$ cat config.mk
export PLATFORM = sky130hd
export DESIGN_NAME = mgmt_serial_slave
export DESIGN_NICKNAME = d
export VERILOG_FILES = /design/src/rtl/mgmt_pkg.sv /design/src/rtl/mgmt_frame_parser.sv /design/src/rtl/mgmt_reg_bank.sv /design/src/rtl/mgmt_serial_slave.sv
export SDC_FILE = /design/constraint.sdc
export NUM_CORES = 1
export LEC_CHECK = 0
export BUFFER_PORTS_ARGS = -buffer_cell sky130_fd_sc_hd__buf_4
export CORE_ASPECT_RATIO = 2
export CORE_MARGIN = 5
export CORE_UTILIZATION = 45
export DETAILED_ROUTE_END_ITERATION = 8
export GPL_TIMING_DRIVEN = 0
export SYNTH_ARGS = -nofsm -noshare
export SYNTH_HDL_FRONTEND = slang
export SYNTH_SLANG_ARGS = --single-unit
$ cat constraint.sdc
create_clock -name mdc -period 1.9 [get_ports mdc]
set_input_delay 0.38 -clock mdc [delete_from_list [all_inputs] [get_ports mdc]]
set_output_delay 0.38 -clock mdc [all_outputs]
set_load 0.03 [all_outputs]
$ cat src/rtl/mgmt_pkg.sv
package mgmt_pkg;
  typedef enum logic [2:0] {
    S_PRE, S_ST1, S_OP, S_DEV, S_REG, S_TA, S_DATA
  } frame_state_e;

  localparam logic [4:0] RA_CTRL = 5'd0;
  localparam logic [4:0] RA_STAT = 5'd1;
  localparam logic [4:0] RA_ADV  = 5'd4;
  localparam logic [4:0] RA_LPA  = 5'd5;
  localparam int STAT_RF_BIT = 4;
  localparam int LPA_RF_BIT  = 13;
endpackage

$ cat src/rtl/mgmt_frame_parser.sv
module mgmt_frame_parser
  import mgmt_pkg::*;
#(
  parameter int         PRE_MIN = 32,
  parameter logic [3:0] DEV_HI  = 4'b0001
) (
  input  logic        mdc,
  input  logic        rst_n,
  input  logic        mdio_in,
  input  logic        mgmt_disable,
  input  logic        addr_strap,
  input  logic [15:0] rd_data,
  output logic        rd_en,
  output logic [4:0]  rd_addr,
  output logic        wr_en,
  output logic [4:0]  wr_addr,
  output logic [15:0] wr_data,
  output logic        mdio_out,
  output logic        mdio_oe
);
  localparam int CW = $clog2(PRE_MIN + 1);

  frame_state_e st_q;
  logic [CW-1:0] ones_q;
  logic [3:0]    bit_q;
  logic [15:0]   sh_q;
  logic [4:0]    reg_q;
  logic          rd_q, hit_q, oe_q, out_q;

  logic [1:0] opc;
  logic [4:0] field5;
  assign opc    = {sh_q[0], mdio_in};
  assign field5 = {sh_q[3:0], mdio_in};

  assign rd_addr = field5;
  assign rd_en   = (st_q == S_REG) && (bit_q == 4'd4) && rd_q && hit_q;
  assign wr_addr = reg_q;
  assign wr_data = {sh_q[14:0], mdio_in};
  assign wr_en   = (st_q == S_DATA) && (bit_q == 4'd15) && !rd_q && hit_q && !mgmt_disable;
  assign mdio_out = out_q;
  assign mdio_oe  = oe_q;

  always_ff @(posedge mdc or negedge rst_n) begin
    if (!rst_n) begin
      st_q <= S_PRE; ones_q <= '0; bit_q <= '0; sh_q <= '0; reg_q <= '0;
      rd_q <= 1'b0; hit_q <= 1'b0; oe_q <= 1'b0; out_q <= 1'b0;
    end else begin
      case (st_q)
        S_PRE: begin
          if (mdio_in) begin
            if (ones_q != CW'(PRE_MIN)) ones_q <= ones_q + CW'(1);
          end else if (ones_q == CW'(PRE_MIN)) begin
            st_q <= S_ST1;
          end else begin
            ones_q <= '0;
          end
        end
        S_ST1: begin
          ones_q <= '0;
          bit_q  <= '0;
          st_q   <= mdio_in ? S_OP : S_PRE;
        end
        S_OP: begin
          sh_q  <= {sh_q[14:0], mdio_in};
          bit_q <= bit_q + 4'd1;
          if (bit_q == 4'd1) begin
            bit_q <= '0;
            if (opc == 2'b10)      begin rd_q <= 1'b1; st_q <= S_DEV; end
            else if (opc == 2'b01) begin rd_q <= 1'b0; st_q <= S_DEV; end
            else                   st_q <= S_PRE;
          end
        end
        S_DEV: begin
          sh_q  <= {sh_q[14:0], mdio_in};
          bit_q <= bit_q + 4'd1;
          if (bit_q == 4'd4) begin
            bit_q <= '0;
            hit_q <= (field5 == {DEV_HI, addr_strap}) && !mgmt_disable;
            st_q  <= S_REG;
          end
        end
        S_REG: begin
          sh_q  <= {sh_q[14:0], mdio_in};
          bit_q <= bit_q + 4'd1;
          if (bit_q == 4'd4) begin
            bit_q <= '0;
            reg_q <= field5;
            if (rd_en) sh_q <= rd_data;
            st_q  <= S_TA;
          end
        end
        S_TA: begin
          bit_q <= bit_q + 4'd1;
          if (bit_q == 4'd0) begin
            if (rd_q && hit_q) begin oe_q <= 1'b1; out_q <= 1'b0; end
          end else begin
            bit_q <= '0;
            st_q  <= S_DATA;
            if (rd_q && hit_q) begin out_q <= sh_q[15]; sh_q <= {sh_q[14:0], 1'b0}; end
          end
        end
        S_DATA: begin
          bit_q <= bit_q + 4'd1;
          if (rd_q) begin out_q <= sh_q[15]; sh_q <= {sh_q[14:0], 1'b0}; end
          else      sh_q <= {sh_q[14:0], mdio_in};
          if (bit_q == 4'd15) begin
            oe_q   <= 1'b0;
            hit_q  <= 1'b0;
            ones_q <= '0;
            bit_q  <= '0;
            st_q   <= S_PRE;
          end
        end
        default: st_q <= S_PRE;
      endcase
    end
  end

  // first turnaround bit time never driven
  a_r4_ta_released: assert property (@(posedge mdc) disable iff (!rst_n)
    (st_q == S_TA && bit_q == 4'd0) |-> !oe_q);
  // line released right after the last data bit
  a_r4_release_after_data: assert property (@(posedge mdc) disable iff (!rst_n)
    (st_q == S_DATA && bit_q == 4'd15) |=> !oe_q);
  // no drive while hunting or decoding the header
  a_r9_quiet_header: assert property (@(posedge mdc) disable iff (!rst_n)
    (st_q != S_TA && st_q != S_DATA) |-> !oe_q);
  // a frame decoded while disabled never drives
  a_r3_disabled_no_drive: assert property (@(posedge mdc) disable iff (!rst_n)
    (st_q == S_DEV && bit_q == 4'd4 && mgmt_disable) |=> !hit_q);
endmodule

$ cat src/rtl/mgmt_reg_bank.sv
module mgmt_reg_bank
  import mgmt_pkg::*;
#(
  parameter logic [15:0] CTRL_RST   = 16'h1000,
  parameter logic [15:0] ADV_RST    = 16'h01E1,
  parameter logic [15:0] STAT_FIXED = 16'h7809
) (
  input  logic        mdc,
  input  logic        rst_n,
  input  logic        partner_fault,
  input  logic        rd_en,
  input  logic [4:0]  rd_addr,
  input  logic        wr_en,
  input  logic [4:0]  wr_addr,
  input  logic [15:0] wr_data,
  output logic [15:0] rd_data
);
  logic [15:0] ctrl_q, adv_q;
  logic        rf_q;
  logic        stat_read;

  assign stat_read = rd_en && (rd_addr == RA_STAT);

  always_ff @(posedge mdc or negedge rst_n) begin
    if (!rst_n) begin
      ctrl_q <= CTRL_RST;
      adv_q  <= ADV_RST;
      rf_q   <= 1'b0;
    end else begin
      if (wr_en && wr_addr == RA_CTRL) ctrl_q <= wr_data;
      if (wr_en && wr_addr == RA_ADV)  adv_q  <= wr_data;
      rf_q <= partner_fault | (rf_q & ~stat_read);
    end
  end

  always_comb begin
    rd_data = '0;
    case (rd_addr)
      RA_CTRL: rd_data = ctrl_q;
      RA_STAT: begin
        rd_data = STAT_FIXED;
        rd_data[STAT_RF_BIT] = rf_q;
      end
      RA_ADV:  rd_data = adv_q;
      RA_LPA:  rd_data[LPA_RF_BIT] = partner_fault;
      default: rd_data = '0;
    endcase
  end

  a_r7_fault_sets: assert property (@(posedge mdc) disable iff (!rst_n)
    partner_fault |=> rf_q);
  a_r7_fault_holds: assert property (@(posedge mdc) disable iff (!rst_n)
    (rf_q && !stat_read) |=> rf_q);
  a_r8_ctrl_stable: assert property (@(posedge mdc) disable iff (!rst_n)
    !(wr_en && wr_addr == RA_CTRL) |=> $stable(ctrl_q));
  a_r8_adv_stable: assert property (@(posedge mdc) disable iff (!rst_n)
    !(wr_en && wr_addr == RA_ADV) |=> $stable(adv_q));
endmodule

$ cat src/rtl/mgmt_serial_slave.sv
module mgmt_serial_slave #(
  parameter int          PRE_MIN    = 32,
  parameter logic [3:0]  DEV_HI     = 4'b0001,
  parameter logic [15:0] CTRL_RST   = 16'h1000,
  parameter logic [15:0] ADV_RST    = 16'h01E1,
  parameter logic [15:0] STAT_FIXED = 16'h7809
) (
  input  logic mdc,
  input  logic rst_n,
  input  logic mdio_in,
  input  logic mgmt_disable,
  input  logic addr_strap,
  input  logic partner_fault,
  output logic mdio_out,
  output logic mdio_oe
);
  logic        rd_en, wr_en;
  logic [4:0]  rd_addr, wr_addr;
  logic [15:0] rd_data, wr_data;

  mgmt_frame_parser #(.PRE_MIN(PRE_MIN), .DEV_HI(DEV_HI)) u_parser (
    .mdc(mdc), .rst_n(rst_n), .mdio_in(mdio_in), .mgmt_disable(mgmt_disable),
    .addr_strap(addr_strap), .rd_data(rd_data), .rd_en(rd_en), .rd_addr(rd_addr),
    .wr_en(wr_en), .wr_addr(wr_addr), .wr_data(wr_data),
    .mdio_out(mdio_out), .mdio_oe(mdio_oe)
  );

  mgmt_reg_bank #(.CTRL_RST(CTRL_RST), .ADV_RST(ADV_RST), .STAT_FIXED(STAT_FIXED)) u_bank (
    .mdc(mdc), .rst_n(rst_n), .partner_fault(partner_fault),
    .rd_en(rd_en), .rd_addr(rd_addr), .wr_en(wr_en), .wr_addr(wr_addr),
    .wr_data(wr_data), .rd_data(rd_data)
  );

  // nothing is committed while management is disabled
  a_r3_no_write_disabled: assert property (@(posedge mdc) disable iff (!rst_n)
    mgmt_disable |-> !wr_en);
  // enable low in the first cycle after reset
  a_r10_reset_quiet: assert property (@(posedge mdc) disable iff (!rst_n)
    $rose(rst_n) |-> !mdio_oe);
endmodule

# Word-level counts from Yosys, hierarchy flattened
# Index checks and enable logic that the tools add are counted.
# word_totals
register_bits	71
out_inout_bits	2
# classes
addsub	2
n_eq_ne	30
mux	43
bitwise_logic	3
n_reduce_logical	34
# ops
operator	n
$mux W16	4
$pmux W16 S4	1
$pmux W13 S3	1
$mux W3	8
$mux W6	4
$pmux W3 S7	1
$pmux W4 S5	1
$pmux W6 S3	1
$mux W4	4
$eq A5 B3 Y1 const B	3
$logic_and A1 B1 Y1	12
$ne A2 B1 Y1 const B	6
$reduce_and A3 Y1	4
$mux W1	11
$logic_not A5 Y1	2
$eq A3 B3 Y1 const B	3
$ne A2 B2 Y1 const B	4
$reduce_and A4 Y1	2
$reduce_and A7 Y1	1
$add A6 B1 Y6 const B	1
$eq A3 B2 Y1 const B	2
$eq A6 B6 Y1 const B	1
$ne A6 B6 Y1 const B	1
$pmux W1 S2	3
26 further kinds	31

# Logic depth before layout (Yosys ltp)
# logic_depth
depth_word	8
ltp_mapped	9
ltp_nobuf	6

# Cells and area by module
# From an unflattened synthesis, not the netlist that was laid out.
# hier_totals
cells_unflattened	384
hier_area_um2	4056.4
# by_module_without_submodules
module	instances	cells_each	area_each_um2	seq_area_each_um2
mgmt_frame_parser	1	260	2462.4	950.9
mgmt_reg_bank	1	124	1594.0	833.3

# Worst setup path after synthesis
# OpenSTA, ideal clock, no wires.
# synth_timing
path_kind	in2reg
start	in mgmt_disable
end	reg u_bank.adv_q[15]
setup_time_ps	128
arrival_ps	1814
required_ps	1772
path_slack_ps	-42
cell_stages	5
path_buffers	1
cell_sequence	or4_1 -> nor2_1 -> nand4_2 -> buf_2 -> mux2_1
# synth_via
elab_chain_len	3
# synth_lines
element	line	rtl
start, declared	mgmt_serial_slave.sv:11	input logic mgmt_disable,
$logic_not A1 Y1	mgmt_frame_parser.sv:39	assign wr_en = (st_q == S_DATA) && (bit_q == 4'd15) && !rd_q && hit_q && !mgmt_disable;
$logic_and A1 B1 Y1	mgmt_frame_parser.sv:39	
$logic_and A1 B1 Y1	mgmt_reg_bank.sv:31	if (wr_en && wr_addr == RA_ADV) adv_q <= wr_data;
end signal, assigned	mgmt_reg_bank.sv:31	
end, declared	mgmt_reg_bank.sv:18	logic [15:0] ctrl_q, adv_q;
# No other way between the ends.
# A chain may end at the register's enable or synchronous reset.

# Worst setup path in the final report
# layout_timing
start	reg u_parser.st_q[0]
end	reg u_parser.sh_q[6]
# layout_via
elab_chain_len	7
elab_cells_between_ends	16
# layout_lines
element	line	rtl
start, declared	mgmt_frame_parser.sv:23	frame_state_e st_q;
start signal, assigned	mgmt_frame_parser.sv:61	st_q <= mdio_in ? S_OP : S_PRE;
$eq A3 B3 Y1	mgmt_frame_parser.sv:36, mgmt_frame_parser.sv:48	
$logic_and A1 B1 Y1 (3 in a row)	mgmt_frame_parser.sv:36	assign rd_en = (st_q == S_REG) && (bit_q == 4'd4) && rd_q && hit_q;
$mux W16	mgmt_frame_parser.sv:88	if (rd_en) sh_q <= rd_data;
$mux W16	mgmt_frame_parser.sv:85	if (bit_q == 4'd4) begin
$pmux W16 S4	mgmt_frame_parser.sv:48	case (st_q)
end signal, assigned	mgmt_frame_parser.sv:83	sh_q <= {sh_q[14:0], mdio_in};
end signal, assigned	mgmt_frame_parser.sv:88	
end signal, assigned	mgmt_frame_parser.sv:99	if (rd_q && hit_q) begin out_q <= sh_q[15]; sh_q <= {sh_q[14:0], 1'b0}; end
end, declared	mgmt_frame_parser.sv:26	logic [15:0] sh_q;
# Several ways; a longest one is shown, not always the timed one.

==> impl_metrics.csv <==
group,metric,value,unit
global_route,use_met2,36.0,%
synth,syn_avg_cell_area,10.6,sq um
timing,layout_min_cycle_time,1.94,ns
timing,fmax,515,MHz
final_layout,num-nets-final,400,
die,die_w,74.6,microns
route,vias,2916,
timing,relSlewSlack,40.4,%
die,design.core.area,0.00823,sq mm
clocking,numCtsBuffers,9,
timing,setup_ws,-0.0433,ns
timing,final_max_slew_viol_count,0,
die,rows,47,
global_route,grt_max_degree,72,
global_route,met1_usage,20.8,%
global_route,grt_pass1_wl,15500,microns
global_route,grt_usage,19.8,%
clocking,cts_tree,"done",
timing,period_share,102,%
synth,synth_area,0.00375,sq mm
route,viasPerCell,5.96,
synth,syn_nets,369,
placement,hpwl,6430,microns
critical_path,critPathCaptureType,"register",
die,die_area,0.0104,sq mm
timing,rsz0062_at_grt,"yes",
synth,async_reset_ff_share,100,%
timing,clock_skew,0.00417,ns
critical_path,worstPathMaxFanout,6,
final_layout,diodes,0,
timing,hold_viol_final,0,
synth,ys_warn_count,0,
die,start_util,45.6,%
critical_path,crit_arrival,2.19,ns
clocking,h-tree-depth,3,
critical_path,crit_required,2.15,ns
global_route,grt_remaining_overflow,0,
job,cap_violations,0,
placement,port-buffer-count,7,
final_layout,layout-drive-gt1-share,32.0,%
synth,yosysSeqAreaShare,47.5,%
route,drc,0,
clocking,clk_pin_slew,0.06,ns
global_route,grt.met3_usage,4.06,%
synth,synth_edf_count,0,
placement,gp_congestion,0.865,
timing,setup_viol,9,
global_route,antenna_found_initial,0,
placement,place_ws,-0.561,ns
route,wl_per_cell,19.6,microns
die,io_pins,8,
clocking,root_buffer,"clkbuf_16",
critical_path,crit_type,"reg2reg",
final_layout,syn_to_final_growth,23.4,%
worst_hold_path,worstHoldPathType,"in2async",
final_layout,fin_util,56.2,%
route,drt-initial-drc-count,155,
synth,synth.distinct_cells,60,
pwr,p_total,0.00341,W
pwr,power.density,736,mW/mm^2
outcome,outcome,"complete, but fails checks",
timing,tns,-0.199,ns
final_layout,mostFrequentLayoutCells,"dfrtp_1, mux2_2, nor2_1, nand2_1, buf_4",
synth,syn_inst,355,
global_route,grt_pass1_vias,3081,
final_layout,final_common_cell,"dfrtp_1",
route,postRouteAntennaNets,0,
outcome,violations,"setup timing",
pwr,power_leakage,2.26,nW
timing,tightest_slew,0.894,ns
global_route,global_route.peak_usage_layer,"met2",
critical_path,critPathLaunchType,"register",
die,die_h,139,microns
route,totalWireLength,9570,microns
route,firstDrtPassIters,4,
clocking,clk-insertion-delay-late,0.33,ns
clocking,cts_sinks,71,
pwr,max-vdd-ir-drop,0.000499,V
clocking,clk_path_buf_depth,2,
clocking,cts_hold_buf,0,
synth,synth_ff_type,"dfrtp_1",
synth,ys_seq_elements,71,
-- Yosys cell counts (all sizes together) (3+ instances only) --
library cell	number	share of area, %
nor2	28	2.8
nor3	5	0.97
a21oi	15	2.0
dfrtp	65	43
o22ai	3	0.50
o21ai	9	1.2
and3	3	0.50
mux2i	11	2.9
mux2	38	11
ha	8	2.7
or3	13	2.3
o31ai	3	0.60
nor2b	7	1.2
inv	10	1.0
clkbuf	16	1.6
nand2	24	2.4
buf	7	1.1
o2bb2ai	3	0.70
nand2b	10	1.7
nor3b	3	0.60
nand3	6	0.80
a31oi	14	2.3
dfstp	6	4.2
a2bb2oi	11	2.6
-- registers in the layout, summed over array words and instances, names as in the netlist --
name,count
u_parser.ones_q,6
u_parser.hit_q,1
u_bank.rf_q,1
u_parser.sh_q,16
u_parser.wr_addr,5
u_bank.ctrl_q,16
u_parser.mdio_out,1
u_parser.st_q,3
u_bank.adv_q,16
u_parser.rd_q,1
u_parser.mdio_oe,1
u_parser.bit_q,4
-- final cells by class --
type | count | area (sq um)
flip-flops and latches | 71 | 1780
repair buffers | 24 | 248
inverters | 10 | 37.5
fillers | 735 | 3600
clock buffers | 11 | 243
well taps | 98 | 123
clock inverters | 5 | 81.3
multi-input cells | 251 | 1990
plain buffers | 19 | 128
-- critical path, cell delays in order (launching register included) --
cell     delay (ns)
dfrtp_1        0.41
or3b_4         0.43
or3_4          0.39
buf_6          0.14
or3_1          0.31
a31oi_1        0.18
-- report_power, final --
group / switching (W) / leakage, nW / total, W / internal (W)
Combinational: 0.0000503 / 1.23 / 0.0000720 / 0.0000217
Sequential: 0.00000542 / 0.874 / 0.00152 / 0.00152
Clock: 0.000627 / 0.156 / 0.00181 / 0.00118
Total: 0.000682 / 2.26 / 0.00341 / 0.00272
-- what timing repair did --
item | 4_1_cts | 5_1_grt
hold endpoints to repair | 0 | 0
setup buffers | 14 | 1
pin swaps | 25 | 9
resized for setup | 35 | 26
setup endpoints to repair | 64 | 62
cloned | 2 | 0
-- routing by layer --
metal	part of all wire [%]	vias up	routed length, microns
met3	2.5	34	235
met4	4.0	0	386
li1	-	1353	-
met5	0	-	0
met2	57	67	5430
met1	37	1462	3520
-- kinds of logic (layout without fill, tap and decap cells) --
| kind of cell | after synthesis | in the layout | synth area share, % |
|---|---|---|---|
| simple gates | 114 | 114 | 16.9 |
| compound gates | 78 | 78 | 14.4 |
| xor+xnor | 2 | 2 | 0.467 |
| mux | 49 | 49 | 14.3 |
| flops | 71 | 71 | 47.5 |
| buf+inv | 33 | 69 | 3.67 |
| fa+ha+maj | 8 | 8 | 2.67 |
-- path summary, 6_finish.rpt --
| path | startpoint | to | slack, ns | cells past startpoint |
|---|---|---|---|---|
| max | u_parser.st_q[0]$_DFFE_PN0P_ | u_parser.sh_q[6]$_DFFE_PN0P_ | -0.04 | 5 |
| min | rst_n | u_bank.adv_q[10]$_DFFE_PN0P_ | 0.17 | 1 |
| max reg2reg | u_parser.st_q[0]$_DFFE_PN0P_ | u_parser.sh_q[6]$_DFFE_PN0P_ | -0.04 | 5 |
| min reg2reg | u_parser.wr_addr[0]$_DFFE_PN0N_ | u_parser.wr_addr[0]$_DFFE_PN0N_ | 0.48 | 2 |
| max in group asynchronous | rst_n | u_bank.adv_q[4]$_DFFE_PN0P_ | 1.14 | 1 |
| min in group mdc | partner_fault | u_bank.rf_q$_DFF_PN0_ | 0.24 | 2 |
-- stage by stage --
step / hold slack (ns) / instance area, sq um / std cells
2_1_floorplan: 0.0844 / 3760 / 355
3_3_place_gp: 0.463 / 3940 / 460
3_5_place_dp: 0.473 / 3940 / 460
4_1_cts: 0.217 / 4540 / 490
5_1_grt: 0.244 / 4630 / 489
6_report: 0.171 / 4630 / 489
No activity file was read; power rests on OpenSTA's default activity.
